File: src/rtl/tdr_pkg.sv
`timescale 1ns/1ps
package tdr_pkg;

  typedef enum logic [1:0] {
    REG_PRESC  = 2'd0,
    REG_PERIOD = 2'd1,
    REG_DUTY   = 2'd2,
    REG_NONE   = 2'd3
  } tdr_reg_e;

  // Terminal count of the coarse stage: 2^code - 1, codes above max_log clamp.
  function automatic int unsigned coarse_last(input int unsigned code,
                                              input int unsigned max_log);
    int unsigned lg;
    lg = (code > max_log) ? max_log : code;
    return (32'd1 << lg) - 32'd1;
  endfunction

endpackage

File: src/rtl/tdr_rst_sync.sv
`timescale 1ns/1ps
module tdr_rst_sync #(
  parameter int STAGES = 2
) (
  input  logic clk,
  input  logic rst_ni,
  output logic rst_no
);
  logic [STAGES-1:0] sync_q;
  logic [STAGES-1:0] sync_d;

  always_comb begin
    sync_d = {sync_q[STAGES-2:0], 1'b1};
  end

  always_ff @(posedge clk or negedge rst_ni) begin
    if (!rst_ni) sync_q <= '0;
    else         sync_q <= sync_d;
  end

  assign rst_no = sync_q[STAGES-1];
endmodule

File: src/rtl/tdr_prescaler.sv
`timescale 1ns/1ps
module tdr_prescaler
  import tdr_pkg::*;
#(
  parameter int FINE_W         = 6,
  parameter int COARSE_CODE_W  = 3,
  parameter int COARSE_MAX_LOG = 5
) (
  input  logic                     clk,
  input  logic                     rst_ni,
  input  logic                     we_i,
  input  logic [FINE_W-1:0]        fine_code_i,
  input  logic [COARSE_CODE_W-1:0] crs_code_i,
  output logic                     fine_tick_o,
  output logic                     loop_tick_o
);
  localparam int CrsW = (COARSE_MAX_LOG > 0) ? COARSE_MAX_LOG : 1;

  logic [FINE_W-1:0]        pend_fine_q, pend_fine_d, fine_code_q, fine_code_d;
  logic [COARSE_CODE_W-1:0] pend_crs_q, pend_crs_d, crs_code_q, crs_code_d;
  logic [FINE_W-1:0]        fine_cnt_q, fine_cnt_d;
  logic [CrsW-1:0]          crs_cnt_q, crs_cnt_d, crs_last;
  logic                     fine_tick, loop_tick;

  always_comb begin
    crs_last  = CrsW'(coarse_last(32'(crs_code_q), COARSE_MAX_LOG));
    fine_tick = (fine_cnt_q == fine_code_q);
    loop_tick = fine_tick && (crs_cnt_q == crs_last);

    pend_fine_d = we_i ? fine_code_i : pend_fine_q;
    pend_crs_d  = we_i ? crs_code_i  : pend_crs_q;
    fine_code_d = fine_code_q;
    crs_code_d  = crs_code_q;

    if (loop_tick) begin
      fine_cnt_d  = '0;
      crs_cnt_d   = '0;
      fine_code_d = pend_fine_q;
      crs_code_d  = pend_crs_q;
    end else if (fine_tick) begin
      fine_cnt_d = '0;
      crs_cnt_d  = crs_cnt_q + CrsW'(1);
    end else begin
      fine_cnt_d = fine_cnt_q + FINE_W'(1);
      crs_cnt_d  = crs_cnt_q;
    end
  end

  always_ff @(posedge clk or negedge rst_ni) begin
    if (!rst_ni) begin
      pend_fine_q <= '0;
      pend_crs_q  <= '0;
      fine_code_q <= '0;
      crs_code_q  <= '0;
      fine_cnt_q  <= '0;
      crs_cnt_q   <= '0;
    end else begin
      pend_fine_q <= pend_fine_d;
      pend_crs_q  <= pend_crs_d;
      fine_code_q <= fine_code_d;
      crs_code_q  <= crs_code_d;
      fine_cnt_q  <= fine_cnt_d;
      crs_cnt_q   <= crs_cnt_d;
    end
  end

  assign fine_tick_o = fine_tick;
  assign loop_tick_o = loop_tick;

  // the fine counter never runs past the active terminal count
  a_r1_fine_bound: assert property (@(posedge clk) disable iff (!rst_ni)
    fine_cnt_q <= fine_code_q);
  // the coarse counter never runs past the active terminal count
  a_r2_coarse_bound: assert property (@(posedge clk) disable iff (!rst_ni)
    crs_cnt_q <= crs_last);
  // active codes only change right after a loop tick
  a_r4_reload_on_loop: assert property (@(posedge clk) disable iff (!rst_ni)
    ((fine_code_q != $past(fine_code_q)) || (crs_code_q != $past(crs_code_q)))
      |-> $past(loop_tick));
endmodule

File: src/rtl/tdr_pwm.sv
`timescale 1ns/1ps
module tdr_pwm #(
  parameter int PWM_W = 8
) (
  input  logic             clk,
  input  logic             rst_ni,
  input  logic             fine_tick_i,
  input  logic             per_we_i,
  input  logic             duty_we_i,
  input  logic [PWM_W-1:0] wdata_i,
  output logic             pwm_o
);
  logic [PWM_W-1:0] per_pend_q, per_pend_d, duty_pend_q, duty_pend_d;
  logic [PWM_W-1:0] per_act_q, per_act_d, duty_act_q, duty_act_d;
  logic [PWM_W-1:0] cnt_q, cnt_d;
  logic [PWM_W:0]   cnt_inc;
  logic             wrap, pwm_q, pwm_d;

  always_comb begin
    per_pend_d  = per_we_i  ? wdata_i : per_pend_q;
    duty_pend_d = duty_we_i ? wdata_i : duty_pend_q;
    cnt_inc     = {1'b0, cnt_q} + {{PWM_W{1'b0}}, 1'b1};
    wrap        = (cnt_inc >= {1'b0, per_act_q});
    per_act_d   = per_act_q;
    duty_act_d  = duty_act_q;
    cnt_d       = cnt_q;
    if (fine_tick_i) begin
      if (wrap) begin
        cnt_d      = '0;
        per_act_d  = per_pend_q;
        duty_act_d = duty_pend_q;
      end else begin
        cnt_d = cnt_inc[PWM_W-1:0];
      end
    end
    pwm_d = (cnt_q < duty_act_q);
  end

  always_ff @(posedge clk or negedge rst_ni) begin
    if (!rst_ni) begin
      per_pend_q  <= '0;
      duty_pend_q <= '0;
      per_act_q   <= '0;
      duty_act_q  <= '0;
      cnt_q       <= '0;
      pwm_q       <= 1'b0;
    end else begin
      per_pend_q  <= per_pend_d;
      duty_pend_q <= duty_pend_d;
      per_act_q   <= per_act_d;
      duty_act_q  <= duty_act_d;
      cnt_q       <= cnt_d;
      pwm_q       <= pwm_d;
    end
  end

  assign pwm_o = pwm_q;

  // the count stays inside the active period
  a_r5_cnt_in_period: assert property (@(posedge clk) disable iff (!rst_ni)
    (per_act_q != '0) |-> (cnt_q < per_act_q));
  // zero duty keeps the output low
  a_r6_zero_duty_low: assert property (@(posedge clk) disable iff (!rst_ni)
    (duty_act_q == '0) |=> !pwm_o);
  // duty at or above the period keeps the output high
  a_r6_full_duty_high: assert property (@(posedge clk) disable iff (!rst_ni)
    ((per_act_q != '0) && (duty_act_q >= per_act_q)) |=> pwm_o);
endmodule

File: src/rtl/tdr_capture.sv
`timescale 1ns/1ps
module tdr_capture #(
  parameter int CAP_W = 10
) (
  input  logic             clk,
  input  logic             rst_ni,
  input  logic             fine_tick_i,
  input  logic             pin_i,
  output logic             valid_o,
  output logic [CAP_W-1:0] width_o
);
  localparam logic [CAP_W-1:0] CntMax = '1;

  logic             pin_s_q, pin_d_q, fall;
  logic [CAP_W-1:0] cnt_q, cnt_d, width_q, width_d;
  logic             valid_q, valid_d;

  always_comb begin
    fall = pin_d_q && !pin_s_q;
    if (fall)                                                cnt_d = '0;
    else if (pin_s_q && fine_tick_i && (cnt_q != CntMax))    cnt_d = cnt_q + CAP_W'(1);
    else                                                     cnt_d = cnt_q;
    valid_d = fall;
    width_d = fall ? cnt_q : width_q;
  end

  always_ff @(posedge clk or negedge rst_ni) begin
    if (!rst_ni) begin
      pin_s_q <= 1'b0;
      pin_d_q <= 1'b0;
      cnt_q   <= '0;
      valid_q <= 1'b0;
      width_q <= '0;
    end else begin
      pin_s_q <= pin_i;
      pin_d_q <= pin_s_q;
      cnt_q   <= cnt_d;
      valid_q <= valid_d;
      width_q <= width_d;
    end
  end

  assign valid_o = valid_q;
  assign width_o = width_q;

  // the report strobe lasts a single clock
  a_r7_single_strobe: assert property (@(posedge clk) disable iff (!rst_ni)
    valid_q |=> !valid_q);
  // the count is cleared while the input stays low
  a_r7_idle_clear: assert property (@(posedge clk) disable iff (!rst_ni)
    (!pin_s_q && !pin_d_q) |-> (cnt_q == '0));
  // a saturated count holds until the falling edge
  a_r8_saturate: assert property (@(posedge clk) disable iff (!rst_ni)
    ((cnt_q == CntMax) && !fall) |=> (cnt_q == CntMax));
endmodule

File: src/rtl/tdr_timebase.sv
`timescale 1ns/1ps
module tdr_timebase
  import tdr_pkg::*;
#(
  parameter int FINE_W         = 6,
  parameter int COARSE_CODE_W  = 3,
  parameter int COARSE_MAX_LOG = 5,
  parameter int PWM_W          = 8,
  parameter int CAP_W          = 10,
  parameter int RST_STAGES     = 2,
  localparam int PrescW        = FINE_W + COARSE_CODE_W,
  localparam int DataW         = (PrescW > PWM_W) ? PrescW : PWM_W
) (
  input  logic             clk,
  input  logic             rst_n,
  input  logic             cfg_we,
  input  logic [1:0]       cfg_addr,
  input  logic [DataW-1:0] cfg_wdata,
  input  logic             pulse_in,
  output logic             pwm_out,
  output logic             loop_tick,
  output logic             cap_valid,
  output logic [CAP_W-1:0] cap_width
);
  logic     rst_sync_n, fine_tick;
  logic     presc_we, per_we, duty_we;
  tdr_reg_e reg_sel;

  always_comb begin
    reg_sel  = tdr_reg_e'(cfg_addr);
    presc_we = cfg_we && (reg_sel == REG_PRESC);
    per_we   = cfg_we && (reg_sel == REG_PERIOD);
    duty_we  = cfg_we && (reg_sel == REG_DUTY);
  end

  tdr_rst_sync #(.STAGES(RST_STAGES)) u_rst (
    .clk    (clk),
    .rst_ni (rst_n),
    .rst_no (rst_sync_n)
  );

  tdr_prescaler #(
    .FINE_W         (FINE_W),
    .COARSE_CODE_W  (COARSE_CODE_W),
    .COARSE_MAX_LOG (COARSE_MAX_LOG)
  ) u_presc (
    .clk         (clk),
    .rst_ni      (rst_sync_n),
    .we_i        (presc_we),
    .fine_code_i (cfg_wdata[FINE_W-1:0]),
    .crs_code_i  (cfg_wdata[FINE_W +: COARSE_CODE_W]),
    .fine_tick_o (fine_tick),
    .loop_tick_o (loop_tick)
  );

  tdr_pwm #(.PWM_W(PWM_W)) u_pwm (
    .clk         (clk),
    .rst_ni      (rst_sync_n),
    .fine_tick_i (fine_tick),
    .per_we_i    (per_we),
    .duty_we_i   (duty_we),
    .wdata_i     (cfg_wdata[PWM_W-1:0]),
    .pwm_o       (pwm_out)
  );

  tdr_capture #(.CAP_W(CAP_W)) u_cap (
    .clk         (clk),
    .rst_ni      (rst_sync_n),
    .fine_tick_i (fine_tick),
    .pin_i       (pulse_in),
    .valid_o     (cap_valid),
    .width_o     (cap_width)
  );
endmodule

File: config.mk
export PLATFORM = sky130hd
export DESIGN_NAME = tdr_timebase
export DESIGN_NICKNAME = d
export VERILOG_FILES = /design/src/rtl/tdr_pkg.sv /design/src/rtl/tdr_rst_sync.sv /design/src/rtl/tdr_prescaler.sv /design/src/rtl/tdr_pwm.sv /design/src/rtl/tdr_capture.sv /design/src/rtl/tdr_timebase.sv
export SDC_FILE = /design/constraint.sdc
export NUM_CORES = 1
export LEC_CHECK = 0
export BUFFER_PORTS_ARGS = -buffer_cell sky130_fd_sc_hd__buf_2
export CORE_ASPECT_RATIO = 0.6
export CORE_MARGIN = 5
export CORE_UTILIZATION = 46
export CTS_CLUSTER_SIZE = 14
export DETAILED_ROUTE_END_ITERATION = 16
export GPL_ROUTABILITY_DRIVEN = 0
export GPL_TIMING_DRIVEN = 0
export PLACE_DENSITY_LB_ADDON = 0.25
export SLEW_MARGIN = 30
export SYNTH_ARGS = -nofsm -noshare
export SYNTH_HDL_FRONTEND = slang
export SYNTH_SLANG_ARGS = --single-unit
File: constraint.sdc
create_clock -name clk -period 8.7 [get_ports clk]
set_input_delay 0.435 -clock clk [delete_from_list [all_inputs] [get_ports clk]]
set_output_delay 0.435 -clock clk [all_outputs]
set_load 0.01 [all_outputs]
# Yosys cells after proc, flatten, opt, wreduce, memory -nomap -nowiden
# Index checks and enable logic that the tools add are counted.
# totals
output_inout_bits	13
word_cells	52
regBits	95
input_bits	15
# classes
n_shift	1
mux	8
n_eq_ne	5
n_lt_le_gt_ge	3
n_reduce_logical	12
n_addsub	5
# op_table
cell	count
$shl 1x32->5 const A	1
$mux 10	2
$mux 6	2
$add 10x1->10 const B	1
$mux 5	2
$ne 10x10->1 const B	1
$add 8x1->9 const B	1
$ge 9x8->1	1
$lt 8x8->1	1
$mux 8	1
$logic_and 1x1->1	7
$add 6x1->6 const B	1
$eq 6x6->1	1
$add 5x1->5 const B	1
$eq 5x5->1	1
$sub 5x1->5 const B	1
$reduce_bool 2->1	2
$gt 3x3->1 const B	1
$mux 3	1
$eq 2x1->1 const B	1
$eq 2x2->1 const B	1
$logic_not 2->1	1
$reduce_and 2->1	1
$logic_not 1->1	1

# Logic depth before layout (Yosys ltp)
# Gate-level depths: netlist (run 1).
# logic_depth
ltp_word	7
mapped_depth	12
mapped_depth_nobuf	10

# Hierarchy
# A second synthesis (run 1) with hierarchy kept.
# unflattened
cells_unflattened	396
area_unflattened_um2	4634.4
# by_module_without_submodules
module	cells_each	area_each_um2	seq_area_each_um2	instances
tdr_pwm	173	2115.8	1026.0	1
tdr_prescaler	115	1431.4	725.7	1
tdr_capture	102	1003.5	575.6	1
tdr_rst_sync	3	53.8	50.0	1
tdr_timebase	3	30.0	0.0	1

# Least setup slack after synthesis (run 1)
# OpenSTA, ideal clock, no wires.
# synth_timing
path_kind	register to register
startpoint	reg u_pwm.cnt_q[0]
endpoint	reg u_pwm.duty_act_q[0]
arrival_time_ns	2.653
required_time_ns	8.575
path_stages_with_launch	13
setup_slack_ns	5.922
cell_sequence	dfrtp_1 ha_1 nand3_1 nor2_1 xor2_1 ha_1 a21o_1 a21oi_1 o211ai_4 and2_4 buf_6 buf_12 mux2_4
# synth_between
elab_chain_cells	3
# synth_lines
item	line_no	source
start: declaration	tdr_pwm.sv:15	logic [PWM_W-1:0] cnt_q, cnt_d;
start signal: assignment	tdr_pwm.sv:52	cnt_q <= cnt_d;
$add 8x1->9	tdr_pwm.sv:22	cnt_inc = {1'b0, cnt_q} + {{PWM_W{1'b0}}, 1'b1};
$ge 9x8->1	tdr_pwm.sv:23	wrap = (cnt_inc >= {1'b0, per_act_q});
$reduce_and 2->1 (no line)	--	
end signal: assignment	tdr_pwm.sv:51	duty_act_q <= duty_act_d;
end: declaration	tdr_pwm.sv:14	logic [PWM_W-1:0] per_act_q, per_act_d, duty_act_q, duty_act_d;
# No other way between the ends.
# A chain may end at the register's enable or synchronous reset.

# Worst setup path after layout (run 1)
# layout_timing
startpoint	reg u_pwm.cnt_q[0]
endpoint	reg u_pwm.duty_act_q[5]
# Same word-level chain as after synthesis.

==> flow_summary.json, run 1 <==
{
  "drc": 0,
  "ios": 28,
  "finalNonFillerCells": 540,
  "area_growth_pct": 15.3,
  "fill_cells": 801,
  "cts_max_path_buffers": 2,
  "finClkSkew_ns": 0.00689,
  "grt_overflow": 0,
  "synth_edf_count": 0,
  "syn_area_per_cell_um2": 12.3,
  "fin_nets": 440,
  "max_slew_margin": 0.597,
  "diodes": 0,
  "die_h_um": 86.4,
  "htreeDepth": 3,
  "ys.warnings.count": 0,
  "first_global_vias": 2898,
  "finalCritPeriodShare": 0.377,
  "worst_slew_pin_slew_ns": 0.599,
  "cts_resized": 0,
  "seq_area_frac_synth": 0.531,
  "async_flop_share": 1.00,
  "setup_slack_ns": 5.42,
  "first_pass_iters": 4,
  "tns_ns": 0,
  "synthTopCellsByArea": "dfrtp_1 (53%), mux2_2 (11%), ha_1 (5.6%)",
  "clk_latency_ns": 0.33,
  "wl_per_cell_um": 15.9,
  "finalSetupViolations": 0,
  "status": "complete, no violations",
  "p_total_mw": 1.56,
  "critPathRequiredTime_ns": 8.91,
  "arrival_ns": 3.50,
  "hold_viol_final": 0,
  "hold_class": "flip-flop to async pin",
  "cts_tree": "built",
  "ant_nets": 0,
  "syn-num-nets": 399,
  "grt_setup_unrepaired": "false",
  "power_density_nw_per_um2": 303,
  "numCtsBuffers": 9,
  "synth_top_area_frac": 0.531,
  "initial_core_util": 0.480,
  "rows": 27,
  "cts-root-buf": "clkbuf_16",
  "viasPerCell": 5.16,
  "clkSinkCount": 95,
  "vdd_drop_max_mv": 0.150,
  "drtIter0Drc": 161,
  "path_class": "flip-flop to flip-flop",
  "postCtsSetupBuffers": 0,
  "die_area_um2": 11900,
  "post-place-ws_ns": 5.51,
  "fmax_ghz": 0.305,
  "cts_hold_buf": 1,
  "worst_setup_path_end_kind": "flip-flop",
  "p_leak_nw": 2.44,
  "startpoint_type": "flip-flop",
  "crit_fanout": 10,
  "grt_max_degree": 44,
  "synth.distinct_cells": 44,
  "slew_violations": 0,
  "min_period_ns": 3.28,
  "timing.max_cap.violations": 0,
  "synth_seq_cells": 95,
  "port_buffers": 27,
  "yosys_most_used_dff": "dfrtp_1",
  "dp_cells": 523,
  "grtUsageTotal": 0.162,
  "layout-drive-gt1-share": 0.271,
  "yosysTopAreaCell": "dfrtp_1",
  "netlist_instances": 364,
  "core-area_um2": 9320,
  "grt_pass1_wl_um": 15000,
  "path_clk_slew_ns": 0.06,
  "die_w_um": 137,
  "antenna_found_initial": 0,
  "vias": 2784,
  "syn_area_um2": 4480,
  "fin_util": 0.553,
  "hpwlAfterDp_um": 6260,
  "routed_wl_um": 8610
}
[power breakdown]
group	internal, mW	switching, mW
sequential	0.553	0.0897
combinational	0.244	0.248
clock	0.267	0.159
total	1.06	0.497
[critical path: stages, from the launching register on]
cell and delay, ns:
dfrtp_1 0.48, ha_1 0.30, nand3_1 0.16, xnor2_1 0.36
ha_1 0.36, o211a_1 0.18, a221oi_4 0.35, o211ai_4 0.18
and2_4 0.21, buf_6 0.14, buf_12 0.15, mux2_4 0.29
[stage by stage]
step	hold WS [ns]	cell area, um^2
5_1_grt	0.196	5160
3_3_place_gp	0.220	4770
2_1_floorplan	0.139	4480
6_report	0.189	5160
3_5_place_dp	0.189	4820
4_1_cts	0.196	5160
[metal layers]
layer,vias to the layer above,GRT usage,share of wire
li1,1349,-,-
met1,1376,0.251,0.54
met2,53,0.223,0.41
met3,6,0.0429,0.042
met4,0,0.0435,0.0094
met5,-,0,0
[state kept, by name, indices dropped and copies added (netlist names)]
name	count
u_cap.valid_o	1
u_cap.pin_s_q	1
u_pwm.cnt_q	8
u_cap.width_o	10
u_pwm.duty_pend_q	8
u_presc.crs_cnt_q	5
u_rst.sync_q	2
u_pwm.duty_act_q	8
u_pwm.per_pend_q	8
u_cap.cnt_q	10
u_presc.pend_fine_q	6
u_pwm.pwm_o	1
u_presc.crs_code_q	3
u_presc.fine_code_q	6
u_cap.pin_d_q	1
u_pwm.per_act_q	8
u_presc.fine_cnt_q	6
u_presc.pend_crs_q	3
[kinds of logic (layout without fill, tap and decap cells)]
family | Yosys count | count (layout) | synth area share
flip-flops | 95 | 95 | 0.531
buffers and inverters | 29 | 75 | 0.0321
multiplexers | 60 | 60 | 0.157
XOR/XNOR | 28 | 28 | 0.0548
adder cells (fa/ha/maj) | 20 | 20 | 0.0559
AO/OA/AOI/OAI | 41 | 41 | 0.0668
AND/OR/NAND/NOR | 90 | 90 | 0.101
other | 1 | 1 | 0.000838
[cells in the mapped netlist (all sizes together) (2+ instances only)]
library cell  count
clkbuf            6
xnor2            11
o211ai            2
ha               20
a21oi             7
a211o             2
nand3            16
dfrtp            95
or3               5
buf               6
nor4              2
nor3              9
and2              3
mux2             59
o21ai            15
nand2            21
nand4             2
a21o              6
nand2b            2
inv              17
nand3b            3
and3              2
xor2             17
nor2             23
o22a              2
a211oi            2
[cells in the final DEF, fill, tap and decap left out, types with 3 or more instances in the layout]
master,count
dfrtp_1,94
mux2_2,45
buf_2,30
nor2_1,23
nand2_1,21
ha_1,20
xor2_1,17
inv_1,17
nand3_1,16
o21ai_0,15
xnor2_1,11
clkbuf_16,9
nor3_1,8
mux2_4,8
a21oi_1,7
clkbuf_1,6
a21o_1,6
mux2_1,6
or3_1,4
buf_12,3
nand3b_1,3
[final timing paths]
kind / startpoint / end / slack (ns) / depth (start not counted)
max: u_pwm.cnt_q[0] / u_pwm.duty_act_q[5] / 5.42 / 11
min: u_rst.sync_q[1] / u_pwm.duty_act_q[6] / 0.19 / 0
max reg2reg: u_pwm.cnt_q[0] / u_pwm.duty_act_q[5] / 5.42 / 11
min reg2reg: u_rst.sync_q[1] / u_pwm.duty_act_q[6] / 0.19 / 0
max in group asynchronous: u_rst.sync_q[1] / u_pwm.cnt_q[5] / 8.02 / 1
min in group clk: pulse_in / u_cap.pin_s_q / 0.21 / 1
[area by class of cell]
| class | count | area, um^2 | share of cell area |
|---|---|---|---|
| buffer | 12 | 80.1 | 0.0155 |
| inverter | 17 | 63.8 | 0.0124 |
| clock inverter | 5 | 78.8 | 0.0153 |
| timing repair buffer | 30 | 185 | 0.0359 |
| clock buffer | 11 | 253 | 0.0490 |
| tap | 130 | 163 | 0.0315 |
| sequential | 95 | 2380 | 0.461 |
| multi-input combinational | 240 | 1960 | 0.379 |
Note: power is estimated with default switching activity, not from simulation.
==> inputs of run 2 (changes only) <==
==> constraint.sdc (replaced) <==
create_clock -name clk -period 3.38 [get_ports clk]
set_input_delay 0.169 -clock clk [delete_from_list [all_inputs] [get_ports clk]]
set_output_delay 0.169 -clock clk [all_outputs]
set_load 0.01 [all_outputs]
==> run 2 against run 1 <==
Against the previous run: worst setup slack lost 5.3 ns; wire length is essentially flat; clock skew is essentially flat; non-clock buffer count grew 1; sequential power grew to 2.6 times the previous value.
==> flow_summary.json, run 2 (synthesis gave the netlist of run 1 again) <==
{
  "status": "complete, no violations",
  "critPathRequiredTime_ns": 3.60,
  "holdPathStages": 2,
  "antenna_found_initial": 0,
  "viasPerCell": 5.16,
  "fin_nets": 441,
  "grt_setup_unrepaired": "false",
  "vdd_drop_max_mv": 0.388,
  "fmax_ghz": 0.304,
  "routed_wl_um": 8610,
  "dp_cells": 523,
  "die_w_um": 137,
  "r2r_end": "u_pwm.duty_act_q[0]",
  "core-area_um2": 9320,
  "grt_pass1_wl_um": 14900,
  "port_buffers": 27,
  "vias": 2790,
  "holdPathEnd": "u_presc.pend_crs_q[2]",
  "grtUsageTotal": 0.162,
  "grt_overflow": 0,
  "r2r_start": "u_pwm.cnt_q[0]",
  "reg2reg_depth": 11,
  "initial_core_util": 0.480,
  "finalNonFillerCells": 541,
  "wl_per_cell_um": 15.9,
  "crit_fanout": 10,
  "die_h_um": 86.4,
  "die_area_um2": 11900,
  "finClkSkew_ns": 0.00660,
  "finalCritPeriodShare": 0.972,
  "timing.max_cap.violations": 0,
  "worstHoldStart": "cfg_wdata[8]",
  "first_pass_iters": 4,
  "path_clk_slew_ns": 0.06,
  "min_period_ns": 3.29,
  "hpwlAfterDp_um": 6260,
  "p_leak_nw": 2.44,
  "diodes": 0,
  "arrival_ns": 3.51,
  "cts-root-buf": "clkbuf_16",
  "worst_setup_path_end_kind": "flip-flop",
  "path_class": "flip-flop to flip-flop",
  "first_global_vias": 2891,
  "fin_util": 0.554,
  "drtIter0Drc": 159,
  "ant_nets": 0,
  "drc": 0,
  "slew_violations": 0,
  "numCtsBuffers": 9,
  "power_density_nw_per_um2": 778,
  "startpoint_type": "flip-flop",
  "finalSetupViolations": 0,
  "layout_common_cells": "dfrtp_1 (94), mux2_2 (45), buf_2 (30)",
  "clk_latency_ns": 0.34,
  "layout-drive-gt1-share": 0.270,
  "ios": 28,
  "cts_max_path_buffers": 2,
  "clkSinkCount": 95,
  "hold_viol_final": 0,
  "htreeDepth": 3,
  "max_slew_margin": 0.596,
  "grt_max_degree": 44,
  "rows": 27,
  "cts_tree": "built",
  "worst_slew_pin_slew_ns": 0.600,
  "mostFrequentLayoutCell": "dfrtp_1",
  "hold_class": "input pin to flip-flop",
  "area_growth_pct": 15.5,
  "r2r_slack_ns": 0.09
}
==> run 2: power by group <==
group          internal (mW)  leakage (nW)  switching (mW)
clock network          0.688         0.166           0.413
logic                  0.628          1.06           0.637
registers               1.42          1.22           0.230
total                   2.74          2.44            1.28
==> run 2: worst max path at each step <==
stage	startpoint	endpoint	slack, ns	cells past startpoint
floorplan	u_rst.sync_q[1]	u_cap.cnt_q[0]	0.54	0
global placement	u_rst.sync_q[1]	u_cap.width_o[5]	-0.53	0
CTS	u_pwm.cnt_q[0]	u_pwm.duty_act_q[0]	0.16	11
global route	u_pwm.cnt_q[0]	u_pwm.per_act_q[6]	0.01	12
detailed placement	u_pwm.cnt_q[0]	u_pwm.duty_act_q[1]	0.19	11
finish	u_pwm.cnt_q[0]	u_pwm.duty_act_q[0]	0.09	11
==> run 2: worst max-delay path, stage by stage (launching register included) <==
cell	delay [ns]
dfrtp_1	0.48
ha_1	0.30
nand3_1	0.15
xnor2_1	0.37
ha_1	0.36
o211a_1	0.18
a221oi_4	0.36
o211ai_4	0.18
and2_4	0.21
buf_6	0.14
buf_12	0.15
mux2_4	0.29
==> run 2: stage by stage <==
| stage | setup WS (ns) | instance area (um^2) | TNS [ns] | total power [mW] | hold slack (ns) |
|---|---|---|---|---|---|
| after floorplan | 0.538 | 4480 | 0 | 2.61 | -0.127 |
| after global placement | -0.529 | 4770 | -48.70 | 2.87 | -0.0462 |
| after detailed placement | 0.189 | 4820 | 0 | 2.93 | -0.0460 |
| after CTS | 0.159 | 5170 | 0 | 4.06 | 0.0833 |
| after global routing | 0.00984 | 5170 | 0 | 4.29 | 0.0825 |
| final | 0.0931 | 5170 | 0 | 4.02 | 0.0904 |
==> run 2: area by class of cell <==
type / instances / area [um^2]
Clock inverter: 5 / 78.8
Clock buffer: 11 / 253
Fill cell: 800 / 4150
Sequential cell: 95 / 2380
Multi-Input combinational cell: 240 / 1960
Buffer: 12 / 80.1
Tap cell: 130 / 163
Inverter: 17 / 63.8
Timing Repair Buffer: 31 / 195
==> run 2: routing by layer <==
| metal | GRT usage | routed length [um] | part of all wire |
|---|---|---|---|
| met1 | 0.251 | 4610 | 0.54 |
| met2 | 0.223 | 3480 | 0.40 |
| met3 | 0.0429 | 438 | 0.051 |
| met4 | 0.0435 | 85 | 0.0099 |
| met5 | 0 | 0 | 0 |
==> run 2: timing repair <==
item	CTS	global route
resized for setup	0	0
setup buffers	0	0
hold endpoints to repair	3	0
hold buffers	2	0
==> inputs of run 3 (changes only) <==
--- a/config.mk
+++ b/config.mk
@@ -5,9 +5,10 @@
 export SDC_FILE = /design/constraint.sdc
 export NUM_CORES = 1
 export LEC_CHECK = 0
+export ABC_AREA = 1
 export BUFFER_PORTS_ARGS = -buffer_cell sky130_fd_sc_hd__buf_2
 export CORE_ASPECT_RATIO = 0.6
-export CORE_MARGIN = 5
+export CORE_MARGIN = 2
 export CORE_UTILIZATION = 46
 export CTS_CLUSTER_SIZE = 14
 export DETAILED_ROUTE_END_ITERATION = 16
==> run 3 against run 2 <==
Against the previous run: cell count is 36% higher; die area is 7.5% lower; clock power is 5% lower; worst hold slack worse by 0.024 ns; non-clock buffer count is 5 higher; first-iteration DRC count is 87% higher; sequential power is 26% lower; register-to-register slack better by 0.72 ns.
==> flow_summary.json, run 3 <==
{
  "arrival_ns": 2.80,
  "yosysMostFrequentCell": "nand2_1",
  "whs_ns": 0.0664,
  "cts_resized": 0,
  "cts-root-buf": "clkbuf_16",
  "postCtsSetupBuffers": 0,
  "initial_core_util": 0.473,
  "vdd_drop_max_mv": 0.274,
  "drtIter0Drc": 297,
  "syn_area_per_cell_um2": 8.43,
  "viasPerCell": 5.01,
  "cpMostUsedCell": "nand2_1",
  "holdPathEnd": "u_presc.pend_crs_q[2]",
  "r2r_start": "u_pwm.cnt_q[0]",
  "critPathRequiredTime_ns": 3.61,
  "grt_max_degree": 45,
  "grt_pass1_wl_um": 17100,
  "ios": 28,
  "finalCritPeriodShare": 0.760,
  "r2r_end": "u_pwm.duty_act_q[2]",
  "first_pass_iters": 5,
  "grtUsageTotal": 0.202,
  "holdPathStages": 2,
  "crit_fanout": 10,
  "routed_wl_um": 10000,
  "finalSetupViolations": 0,
  "yosysTopAreaCell": "dfrtp_1",
  "layout-drive-gt1-share": 0.117,
  "reg2reg_depth": 15,
  "min_period_ns": 2.57,
  "cts_tree": "built",
  "area_growth_pct": 14.6,
  "synth_seq_cells": 95,
  "clk_latency_ns": 0.34,
  "path_clk_slew_ns": 0.07,
  "synthTopCellsByArea": "dfrtp_1 (51%), nand2_1 (15%), ha_1 (5.4%)",
  "diodes": 0,
  "yosys-top-cells-count": "nand2_1 (187), dfrtp_1 (95), inv_1 (60)",
  "grt_overflow": 0,
  "cts_max_path_buffers": 2,
  "cts_hold_buf": 2,
  "die_area_um2": 11000,
  "layout_common_cells": "nand2_1 (187), dfrtp_1 (94), inv_1 (60)",
  "die_w_um": 134,
  "cp_slowest_cell": "dfrtp_1",
  "wl_per_cell_um": 13.6,
  "rows": 28,
  "status": "complete, no violations",
  "hold_viol_final": 0,
  "startpoint_type": "flip-flop",
  "worstHoldStart": "cfg_wdata[8]",
  "dp_cells": 717,
  "antenna_found_initial": 0,
  "yosys_most_used_dff": "dfrtp_1",
  "numCtsBuffers": 9,
  "clkSinkCount": 95,
  "slew_violations": 0,
  "worstPathBufferInverterCount": 1,
  "synth_top_area_frac": 0.510,
  "p_leak_nw": 2.99,
  "seq_area_frac_synth": 0.510,
  "drc": 0,
  "finalNonFillerCells": 735,
  "r2r_slack_ns": 0.81,
  "power_density_nw_per_um2": 441,
  "core-area_um2": 9840,
  "ant_nets": 0,
  "worst_setup_path_end_kind": "flip-flop",
  "hpwlAfterDp_um": 7350,
  "critPathMaxStageDelay_ns": 0.40,
  "htreeDepth": 3,
  "path_cells": "ha_1, nand3_1, nand3b_4, xnor2_1, ha_1, nand2_1, nor2_1, nand2_1, o21bai_1, nor2_1, nand2_2, nand2_4, buf_6, nand2_1, nand2_1",
  "vias": 3686,
  "fin_util": 0.543,
  "path_class": "flip-flop to flip-flop",
  "netlist_instances": 553,
  "syn_area_um2": 4660,
  "synth.distinct_cells": 35,
  "mostFrequentLayoutCell": "nand2_1",
  "timing.max_cap.violations": 0,
  "syn-num-nets": 588,
  "finClkSkew_ns": 0.00658,
  "cp_top_family": "simple AND/OR/NAND/NOR gates",
  "first_global_vias": 3395,
  "grt_setup_unrepaired": "false",
  "port_buffers": 27,
  "ys.warnings.count": 0,
  "die_h_um": 82.0,
  "fin_nets": 630,
  "synth_edf_count": 0,
  "hold_class": "input pin to flip-flop",
  "async_flop_share": 1.00,
  "fmax_ghz": 0.389
}
[run 3: cell types whose count changed after synthesis, moves of 8 or more]
cell / delta
inv_1: +43
xnor2_1: -8
nand4_1: +10
nand2_1: +166
mux2_4: -8
nand3_1: +28
o21ai_0: +21
mux2_2: -44
[run 3: where the power goes]
part | internal (mW) | switching [mW] | total (mW)
logic | 0.0361 | 0.0613 | 0.0974
clock network | 0.584 | 0.457 | 1.04
registers | 1.19 | 0.0323 | 1.22
[run 3: cells by family after synthesis]
kind of cell               synth area share
adders and majority gates            0.0537
muxes                               0.00456
buffers and inverters                0.0754
DFF                                   0.510
and+or+nand+nor                       0.259
other                              0.000805
AOI/OAI and AO/OA                    0.0585
xor gates and xnor gates             0.0376
[run 3: worst reg2reg max path, stage by stage, from the launching register on]
cell and delay, ns:
dfrtp_1 0.40, ha_1 0.21, nand3_1 0.15, nand3b_4 0.20, xnor2_1 0.15, ha_1 0.30, nand2_1 0.09, nor2_1 0.11
nand2_1 0.05, o21bai_1 0.13, nor2_1 0.07, nand2_2 0.19, nand2_4 0.13, buf_6 0.17, nand2_1 0.07, nand2_1 0.05
[run 3: stage by stage]
step                      setup WS (ns)  power, mW  TNS, ns  cell area, um^2
after global routing              0.526       2.46        0             5340
after floorplan                   0.538       1.29        0             4660
final                             0.812       2.36        0             5340
after detailed placement          0.844       1.34        0             5020
after global placement           -0.565       1.33   -51.71             4960
after CTS                         0.820       2.38        0             5340
[run 3: how the worst max path moves through the flow]
stage               startpoint              endpoint  slack [ns]  cells past startpoint
6_report        u_pwm.cnt_q[0]   u_pwm.duty_act_q[2]        0.81                     15
5_1_grt         u_pwm.cnt_q[2]   u_pwm.duty_act_q[0]        0.53                     16
4_1_cts         u_pwm.cnt_q[1]   u_pwm.duty_act_q[0]        0.82                     15
3_5_place_dp    u_pwm.cnt_q[2]   u_pwm.duty_act_q[2]        0.84                     16
3_3_place_gp   u_rst.sync_q[1]  u_presc.crs_cnt_q[1]       -0.57                      0
2_1_floorplan  u_rst.sync_q[1]        u_cap.cnt_q[0]        0.54                      0
[run 3: cell type report]
cell class                 instances  area (um^2)
fill                             917         4500
sequential                        95         2380
tap                              135          169
multi-input combinational        377         1930
clock buffer                       9          225
buffer                            17          105
inverter                          64          246
timing repair buffer              31          203
clock inverter                     7         80.1
[run 3: layer usage]
layer	track usage	vias to the layer above	wire length [um]
met1	0.320	1756	5550
li1	-	1841	-
met5	0	-	0
met3	0.0463	6	502
met2	0.277	83	3910
met4	0.0415	0	64
